`src/rtl/dma_xlate_pkg.sv`:
```
`timescale 1ns/1ps
package dma_xlate_pkg;
  typedef enum logic [1:0] {
    ST_IDLE  = 2'd0,
    ST_FETCH = 2'd1,
    ST_WAIT  = 2'd2,
    ST_RESP  = 2'd3
  } xlateState_t;

  typedef struct packed {
    logic capture;
    logic loadPte;
  } xlateStrobes_t;
endpackage

```
`src/rtl/xlate_entries.sv`:
```
`timescale 1ns/1ps
module xlate_entries #(
  parameter int NUM_ENTRIES = 4,
  parameter int ADDR_W      = 32,
  parameter int TAG_LSB     = 22,
  localparam int IDX_W      = $clog2(NUM_ENTRIES)
) (
  input  logic              clk,
  input  logic              rstN,
  input  logic              cfgWrEn,
  input  logic [IDX_W-1:0]  cfgWrIdx,
  input  logic              cfgWrHigh,
  input  logic [ADDR_W-1:0] cfgWrData,
  input  logic [ADDR_W-1:0] lookupAddr,
  output logic              lookupHit,
  output logic [ADDR_W-1:0] lookupLo
);
  logic [ADDR_W-1:0]      hiQ [NUM_ENTRIES];
  logic [ADDR_W-1:0]      loQ [NUM_ENTRIES];
  logic [NUM_ENTRIES-1:0] matchVec;

  for (genvar e = 0; e < NUM_ENTRIES; e++) begin : gEntry
    always_ff @(posedge clk or negedge rstN) begin
      if (!rstN) begin
        hiQ[e] <= '0;
        loQ[e] <= '0;
      end else if (cfgWrEn && cfgWrIdx == IDX_W'(e)) begin
        if (cfgWrHigh) hiQ[e] <= cfgWrData;
        else           loQ[e] <= cfgWrData;
      end
    end
    assign matchVec[e] = hiQ[e][ADDR_W-1:TAG_LSB] == lookupAddr[ADDR_W-1:TAG_LSB];
  end

  // lowest index wins: scan downward so the last assignment is the lowest
  always_comb begin
    lookupHit = |matchVec;
    lookupLo  = '0;
    for (int e = NUM_ENTRIES - 1; e >= 0; e--) begin
      if (matchVec[e]) lookupLo = loQ[e];
    end
  end
endmodule

```
`src/rtl/xlate_datapath.sv`:
```
`timescale 1ns/1ps
module xlate_datapath
  import dma_xlate_pkg::*;
#(
  parameter int              ADDR_W   = 32,
  parameter int              TAG_LSB  = 22,
  parameter int              PAGE_LSB = 12,
  parameter logic [ADDR_W-1:0] PT_MASK  = 32'h003F_FFC0,
  parameter logic [ADDR_W-1:0] PTE_MASK = 32'h03FF_FFC0,
  parameter int              FIELD_SH = 6,
  localparam int             IDX_W    = TAG_LSB - PAGE_LSB
) (
  input  logic              clk,
  input  logic              rstN,
  input  xlateStrobes_t     strobes,
  input  logic [ADDR_W-1:0] reqAddr,
  input  logic              reqBypass,
  input  logic              lookupHit,
  input  logic [ADDR_W-1:0] lookupLo,
  input  logic [ADDR_W-1:0] memRspData,
  output logic [ADDR_W-1:0] memReqAddr,
  output logic [ADDR_W-1:0] rspAddr
);
  logic [ADDR_W-1:0] vaddrQ, fetchQ, resultQ, fetchNext;
  logic [IDX_W-1:0]  pageIdx;
  logic              hitQ, bypassQ;

  assign pageIdx   = reqAddr[TAG_LSB-1:PAGE_LSB];
  assign fetchNext = ((lookupLo & PT_MASK) << FIELD_SH) + (ADDR_W'(pageIdx) << 2);

  always_ff @(posedge clk or negedge rstN) begin
    if (!rstN) begin
      vaddrQ  <= '0;
      fetchQ  <= '0;
      resultQ <= '0;
      hitQ    <= 1'b0;
      bypassQ <= 1'b0;
    end else if (strobes.capture) begin
      vaddrQ  <= reqAddr;
      fetchQ  <= fetchNext;
      resultQ <= reqBypass ? reqAddr : '0;
      hitQ    <= lookupHit;
      bypassQ <= reqBypass;
    end else if (strobes.loadPte) begin
      resultQ <= ((memRspData & PTE_MASK) << FIELD_SH)
               + ADDR_W'(vaddrQ[PAGE_LSB-1:0]);
    end
  end

  assign memReqAddr = fetchQ;
  assign rspAddr    = resultQ;

  AST_MISS_ZERO: assert property (@(posedge clk) disable iff (!rstN)
    (!hitQ && !bypassQ) |-> resultQ == '0);
  AST_BYPASS_PASS: assert property (@(posedge clk) disable iff (!rstN)
    bypassQ |-> resultQ == vaddrQ);
endmodule

```
`src/rtl/xlate_control.sv`:
```
`timescale 1ns/1ps
module xlate_control
  import dma_xlate_pkg::*;
(
  input  logic          clk,
  input  logic          rstN,
  input  logic          reqValid,
  input  logic          reqBypass,
  input  logic          lookupHit,
  input  logic          memReqReady,
  input  logic          memRspValid,
  input  logic          rspReady,
  output logic          reqReady,
  output logic          memReqValid,
  output logic          rspValid,
  output xlateStrobes_t strobes
);
  xlateState_t stateQ, stateNext;
  logic        accept;

  assign accept = reqValid && stateQ == ST_IDLE;

  always_comb begin
    stateNext = stateQ;
    unique case (stateQ)
      ST_IDLE:  if (reqValid) stateNext = (reqBypass || !lookupHit) ? ST_RESP : ST_FETCH;
      ST_FETCH: if (memReqReady) stateNext = ST_WAIT;
      ST_WAIT:  if (memRspValid) stateNext = ST_RESP;
      ST_RESP:  if (rspReady) stateNext = ST_IDLE;
      default:  stateNext = ST_IDLE;
    endcase
  end

  always_ff @(posedge clk or negedge rstN) begin
    if (!rstN) stateQ <= ST_IDLE;
    else       stateQ <= stateNext;
  end

  assign reqReady        = stateQ == ST_IDLE;
  assign memReqValid     = stateQ == ST_FETCH;
  assign rspValid        = stateQ == ST_RESP;
  assign strobes.capture = accept;
  assign strobes.loadPte = stateQ == ST_WAIT && memRspValid;

  AST_MEM_HOLD: assert property (@(posedge clk) disable iff (!rstN)
    (memReqValid && !memReqReady) |=> memReqValid);
  AST_RSP_HOLD: assert property (@(posedge clk) disable iff (!rstN)
    (rspValid && !rspReady) |=> rspValid);
  AST_SINGLE_FLIGHT: assert property (@(posedge clk) disable iff (!rstN)
    reqReady |-> (!memReqValid && !rspValid));
  AST_SHORT_PATH: assert property (@(posedge clk) disable iff (!rstN)
    (reqValid && reqReady && (reqBypass || !lookupHit)) |=> (rspValid && !memReqValid));
  AST_STRAY_RSP: assert property (@(posedge clk) disable iff (!rstN)
    (reqReady && !reqValid && memRspValid) |=> reqReady);
endmodule

```
`src/rtl/dma_addr_xlate.sv`:
```
`timescale 1ns/1ps
module dma_addr_xlate
  import dma_xlate_pkg::*;
#(
  parameter int NUM_ENTRIES = 4,
  parameter int ADDR_W      = 32,
  parameter int TAG_LSB     = 22,
  parameter int PAGE_LSB    = 12,
  localparam int IDX_W      = $clog2(NUM_ENTRIES)
) (
  input  logic              clk,
  input  logic              rstN,
  input  logic              reqValid,
  output logic              reqReady,
  input  logic [ADDR_W-1:0] reqAddr,
  input  logic              reqBypass,
  output logic              rspValid,
  input  logic              rspReady,
  output logic [ADDR_W-1:0] rspAddr,
  output logic              memReqValid,
  input  logic              memReqReady,
  output logic [ADDR_W-1:0] memReqAddr,
  input  logic              memRspValid,
  input  logic [ADDR_W-1:0] memRspData,
  input  logic              cfgWrEn,
  input  logic [IDX_W-1:0]  cfgWrIdx,
  input  logic              cfgWrHigh,
  input  logic [ADDR_W-1:0] cfgWrData
);
  logic              lookupHit;
  logic [ADDR_W-1:0] lookupLo;
  xlateStrobes_t     strobes;

  xlate_entries #(.NUM_ENTRIES(NUM_ENTRIES), .ADDR_W(ADDR_W), .TAG_LSB(TAG_LSB)) uEntries (
    .clk(clk), .rstN(rstN),
    .cfgWrEn(cfgWrEn), .cfgWrIdx(cfgWrIdx), .cfgWrHigh(cfgWrHigh), .cfgWrData(cfgWrData),
    .lookupAddr(reqAddr), .lookupHit(lookupHit), .lookupLo(lookupLo)
  );

  xlate_control uControl (
    .clk(clk), .rstN(rstN),
    .reqValid(reqValid), .reqBypass(reqBypass), .lookupHit(lookupHit),
    .memReqReady(memReqReady), .memRspValid(memRspValid), .rspReady(rspReady),
    .reqReady(reqReady), .memReqValid(memReqValid), .rspValid(rspValid),
    .strobes(strobes)
  );

  xlate_datapath #(.ADDR_W(ADDR_W), .TAG_LSB(TAG_LSB), .PAGE_LSB(PAGE_LSB)) uDatapath (
    .clk(clk), .rstN(rstN), .strobes(strobes),
    .reqAddr(reqAddr), .reqBypass(reqBypass),
    .lookupHit(lookupHit), .lookupLo(lookupLo), .memRspData(memRspData),
    .memReqAddr(memReqAddr), .rspAddr(rspAddr)
  );

  AST_ADDR_STABLE: assert property (@(posedge clk) disable iff (!rstN)
    (memReqValid && !memReqReady) |=> $stable(memReqAddr));
  AST_RSP_STABLE: assert property (@(posedge clk) disable iff (!rstN)
    (rspValid && !rspReady) |=> $stable(rspAddr));
endmodule

```
`config.mk`:
```
export PLATFORM = sky130hd
export DESIGN_NAME = dma_addr_xlate
export DESIGN_NICKNAME = d
export VERILOG_FILES = /design/src/rtl/dma_xlate_pkg.sv /design/src/rtl/xlate_entries.sv /design/src/rtl/xlate_datapath.sv /design/src/rtl/xlate_control.sv /design/src/rtl/dma_addr_xlate.sv
export SDC_FILE = /design/constraint.sdc
export NUM_CORES = 1
export LEC_CHECK = 0
export BUFFER_PORTS_ARGS = -buffer_cell sky130_fd_sc_hd__buf_2
export CORE_MARGIN = 4
export CORE_UTILIZATION = 45
export DETAILED_ROUTE_END_ITERATION = 16
export PLACE_DENSITY = 0.75
export SYNTH_ARGS = -nofsm -noshare
export SYNTH_HDL_FRONTEND = slang
export SYNTH_HIERARCHICAL = 1
export SYNTH_SLANG_ARGS = --single-unit
```
`constraint.sdc`:
```
create_clock -name clk -period 2.3 [get_ports clk]
set_input_delay 0.46 -clock clk [delete_from_list [all_inputs] [get_ports clk]]
set_output_delay 0.46 -clock clk [all_outputs]
set_load 0.01 [all_outputs]
```
==> impl_results.md, run 1 <==
- Period Utilization, post-route: 93.1%
- Status: finished, final reports clean
- Cell Rows: 49
- CP startpoint kind: flip-flop
- Final hold violations: 0
- Fmax achieved: 467 MHz
- Syn_area_per_cell: between 10 and 15 sq um
- Yosys Warn Count: 6
- Die area: 21100 sq um
- Nets: 897
- Worst-Skew Late Latency: 0.43 ns
- Leak: 4.72 nW
- DR pass1 iterations: 4
- ANT nets after route: 0
- Pwr dens: 1010 nW/um^2
- DRC errors left: 0
- Io pins: ~170
- Initial detailed-routing violation count: 261
- DP Wirelength: ~13 mm
- Layout cell share with drive strength beyond 1: between 40% and 50%
- Critical path arrival: 2.51 ns
- RSZ-0062 raised after global routing: no
- DP Worst Slack: -0.0930 ns
- Initial antenna violation count: 0
- Antenna diodes: 0
- Fin util: between 50% and 60%
- Starting density of the core: 46.4%
- DR vias: 5476
- Maximum VDD drop: 549 uV
- Largest net degree at the start of global routing: 50
- Clock transition at path regs: 0.07 ns
- Vias per Instance: 5.33
- Max Slew Vio Count: 0
- X dimension of the die: roughly 150 microns
- CTS tree: done
- CP Data Required Time: about 2.7 ns
- WL/cell: 18.4 microns
- Vias in the first global route: 5802
- HP Class: input pin to flip-flop
- CTS max path bufs: 2
- Max Fanout on Critical Path: 8
- Area Growth Syn to Fin: 20.3%
- Setup CP Type: flip-flop to flip-flop
- Final Instance Count excl. Fillers: between 1000 and 1500
- Final setup viols: 0
- CTS H-tree lvls: 4
- Cells after Synth: 635
- Critical path endpoint category: flip-flop
- PortBufs: 149
- Setup ws final: 0.159 ns
- Core area: approximately 18000 sq um
- Total gr overflow: 0
- Final WL: 18.9 mm
- Num Clock Sinks: 176
- Gpl congestion: 0.767
- Dpl cell area: 9570 sq um
- First-pass GRT wire length: 31.2 mm
- Root Buffer: clkbuf_16
- Clock period minus final worst setup slack: 2.14 ns
- Cell Area, Synth: 8480 sq um
- Final Skew: 0.00719 ns
- Gr usage total: 18.3%
- Num CTS Buffers: 17
- Placed insts: 995
- Die Y: about 150 microns
- Max-cap violations: 0
- Design Area, Final: 10200 sq um
- Fillers: between 1500 and 2000
[final cells by class]
class	instances	area (sq um)	area share, %
clock buffer	19	443	4.35
clock inverter	12	160	1.57
inverter	19	71.3	0.700
multi-input combinational	378	3650	35.8
sequential	176	4400	43.2
tap	229	287	2.81
timing repair buffer	194	1180	11.6
[layer usage]
metal	GRT usage, %	part of all wire (%)
met5	0	0
met4	5.37	1.6
met3	4.27	4.1
met2	30.5	50
met1	23.9	44
[report_power, final]
part	internal, mW	switching, mW	total [mW]	leakage, nW
clock network	1.74	1.22	2.96	0.282
registers	3.99	0.480	4.47	2.16
logic	1.50	1.35	2.85	2.28
[critical path: stages, from the launching register on]
cell and delay, ns:
dfrtp_1 0.40, xor2_1 0.16, nor4_2 0.31, buf_4 0.17, nand4_2 0.12, buf_4 0.20, o311a_1 0.30, o31ai_2 0.23
mux2_4 0.19
[what timing repair did]
item / in CTS / in global routing
hold buffers: 1 / 0
setup buffers: 0 / 0
resized for setup: 0 / 2
hold endpoints to repair: 44 / 0
setup endpoints to repair: 0 / 16
[per-stage QoR]
stage | power (mW) | hold WS [ns] | setup TNS, ns
6_report | 10.3 | 0.254 | 0
3_5_place_dp | 7.40 | 0.443 | -1.09
4_1_cts | 10.4 | 0.235 | 0
3_3_place_gp | 7.26 | 0.439 | -0.0765
5_1_grt | 10.8 | 0.245 | 0
2_1_floorplan | 6.42 | 0.164 | 0
[sequential cells by signal, summed over array words and instances (netlist names)]
| signal | flops |
|---|---|
| uDatapath/memReqAddr | 26 |
| uDatapath/rspAddr | 32 |
| uDatapath/vaddrQ | 12 |
| uControl/stateQ | 2 |
| uEntries/loQ | 64 |
| uEntries/hiQ | 40 |
[cell usage in the layout (no fill, tap or decap), types with 2 or more instances in the layout]
cell type / count
nand3_1: 2
nand4b_1: 3
nor3_2: 2
and3_1: 2
nand4_1: 20
clkinv_4: 3
o311a_1: 16
buf_2: 148
o31ai_2: 16
bufinv_16: 3
ha_1: 4
nor2_1: 21
clkbuf_16: 17
xor2_1: 30
o21ai_0: 3
mux2_1: 3
xnor2_1: 10
inv_1: 19
nand3b_1: 2
o2bb2ai_1: 30
buf_12: 7
conb_1: 6
clkinvlp_4: 4
nand2_1: 17
and2_4: 2
nor4_2: 5
mux2_4: 30
mux2i_1: 34
nor2b_1: 3
dfrtp_1: 176
mux2_2: 109
buf_4: 37
[final timing paths]
check	start	endpoint	slack [ns]	cells past startpoint
max	uEntries/hiQ[31]	uDatapath/memReqAddr[12]	0.16	8
min	reqAddr[20]	uDatapath/rspAddr[20]	0.25	2
max reg2reg	uEntries/hiQ[31]	uDatapath/memReqAddr[12]	0.16	8
min reg2reg	uDatapath/vaddrQ[6]	uDatapath/vaddrQ[6]	0.48	1
max in group asynchronous	rstN	uEntries/loQ[48]	1.12	3
min in group asynchronous	rstN	uEntries/loQ[76]	0.54	2
(Power assumes the default switching activity.)
==> run 2: changes to the inputs <==
- BUFFER_PORTS_ARGS: -buffer_cell sky130_fd_sc_hd__buf_2 -> unset
- DONT_BUFFER_PORTS: unset -> 1
- PLACE_DENSITY: 0.75 -> 0.69
==> impl_results.md, run 2 (same netlist as run 1, synthesis figures left out) <==
- Fillers: 1529 (+0.99%)
- CP Data Required Time: 2.67 ns (about the same)
- DRC errors left: 0 (unchanged)
- Fmax achieved: 457 MHz (-2.2%)
- Cell Rows: 49 (unchanged)
- Io pins: 174 (unchanged)
- Worst-Skew Late Latency: 0.42 ns (about the same)
- Setup ws final: 0.111 ns (-0.0484 ns)
- Final hold violations: 176 (+176)
- Max reg flops: 64 (unchanged)
- Die area: 21100 sq um (unchanged)
- Critical path arrival: 2.56 ns (+0.05 ns)
- Failing checks: hold timing
- CTS tree: done
- Fin Setup TNS: 0 ns (unchanged)
- CTS max path bufs: 2 (unchanged)
- RSZ-0062 raised after global routing: no
- Gr usage total: 17.9% (-0.42 points)
- Core area: 18300 sq um (unchanged)
- Die Y: 145 microns (unchanged)
- Maximum VDD drop: 482 uV (-12%)
- Status: finished with violations
- Starting density of the core: 46.4% (unchanged)
- Num Clock Sinks: 176 (unchanged)
- Num CTS Buffers: 17 (unchanged)
- DR vias: 4923 (-10%)
- Final WL: 18.6 mm (-1.7%)
- Final setup viols: 0 (unchanged)
- Fin util: 50.5% (-5.3 points)
- Vias per Instance: 5.74 (+7.6%)
- CP startpoint kind: flip-flop
- Gpl congestion: 0.766 (-0.13%)
- Initial antenna violation count: 0 (unchanged)
- CTS H-tree lvls: 4 (unchanged)
- PortBufs: 0 (-100%)
- Tot Pwr: 9.55 mW (-7.1%)
- Measured slew at the worst slew-check pin: 0.625 ns
- Largest register by flop count: uEntries/loQ
- Antenna diodes: 0 (unchanged)
- DP Worst Slack: 0.0148 ns (+0.108 ns)
- Max Slew Vio Count: 0 (unchanged)
- Critical path endpoint category: flip-flop
- Area Growth Syn to Fin: 8.78%
- Initial detailed-routing violation count: 230 (-12%)
- ANT nets after route: 0 (unchanged)
- Layout cell share with drive strength beyond 1: 35.1% (-14 points)
- DP Wirelength: 12.7 mm (-3.5%)
- Placed insts: 826 (-17%)
- Setup CP Type: flip-flop to flip-flop
- Final Instance Count excl. Fillers: 858 (-16%)
- Hold slack: -0.268 ns (-0.522 ns)
- Met2 Usage GRT: 30.2% (-0.35 points)
- Period Utilization, post-route: 95.2% (+2.1 points)
- WL/cell: 21.7 microns (+18%)
- Gr busiest metal: met2
- Clock period minus final worst setup slack: 2.19 ns (+0.0484 ns)
- Slew HR: 58.2%
- Root Buffer: clkbuf_16
- M3 GR Usage: 5.39% (+1.1 points)
- Post-CTS Setup Repair Bufs: 0 (unchanged)
- Total gr overflow: 0 (unchanged)
- Most common cell after layout, fill and taps aside: dfrtp_1
- HP Class: input pin to asynchronous set/reset pin
- Clock transition at path regs: 0.07 ns (about the same)
- DR pass1 iterations: 4 (unchanged)
- Final Skew: 0.00781 ns (+0.000624 ns)
- Largest net degree at the start of global routing: 177 (+250%)
- Dpl cell area: 8650 sq um (-9.6%)
- Nets: 727 (-19%)
- Design Area, Final: 9220 sq um (-9.5%)
- Most frequent cells in the layout: dfrtp_1 (176), mux2_2 (109), mux2i_1 (34)
- Pwr dens: 1040 nW/um^2 (+2.7%)
- Vias in the first global route: 5348 (-7.8%)
- Met1 Usage GRT: 21.6% (-2.4 points)
- Max-cap violations: 0 (unchanged)
- X dimension of the die: 145 microns (unchanged)
- Leak: 3.98 nW (-16%)
- First-pass GRT wire length: 30.2 mm (-3.2%)
- Max Fanout on Critical Path: 17 (+9)
==> run 2: what timing repair did <==
action | in CTS | in global routing
resized for setup | 0 | 1
endpoints found under the setup margin | 0 | 1
endpoints found under the hold margin | 176 | 176
==> run 2: final timing paths <==
kind	from	slack, ns	depth (start not counted)	to
worst min-delay path	rstN	-0.27	0	uDatapath/rspAddr[11]
worst max-delay path	uEntries/hiQ[30]	0.11	8	uDatapath/memReqAddr[13]
max in group asynchronous	rstN	2.22	0	uEntries/hiQ[63]
worst max register to register	uEntries/hiQ[30]	0.11	8	uDatapath/memReqAddr[13]
min in group clk	reqAddr[2]	0.16	1	uDatapath/rspAddr[2]
worst min register to register	uEntries/loQ[15]	0.51	1	uEntries/loQ[15]
==> run 2: critical path, stage by stage, from the launching register on <==
cell	delay, ns
dfrtp_1	0.39
xor2_1	0.15
nor4_1	0.30
buf_4	0.17
nand4_2	0.13
buf_12	0.19
o311a_1	0.32
o31ai_4	0.28
mux2_4	0.20
==> run 2: routing by layer <==
| metal | wire, microns | part of all wire, % | up-vias |
|---|---|---|---|
| li1 | - | - | 2223 |
| met1 | 7820 | 42 | 2553 |
| met2 | 9350 | 50 | 119 |
| met3 | 1030 | 5.5 | 28 |
| met4 | 393 | 2.1 | 0 |
| met5 | 0 | 0 | - |
==> run 2: layout make-up <==
cell class                      count  area (sq um)  area share (%)
Sequential cell                   176          4400            47.8
Multi-Input combinational cell    378          3640            39.5
Clock buffer                       22           484            5.25
Tap cell                          229           287            3.11
Timing Repair Buffer               24           255            2.77
Clock inverter                     10          75.1           0.814
Inverter                           19          71.3           0.773
==> run 2: where the power goes <==
group,internal [mW],switching [mW],total (mW)
clock network,1.51,1.21,2.72
logic,1.20,0.895,2.09
registers,3.99,0.745,4.74
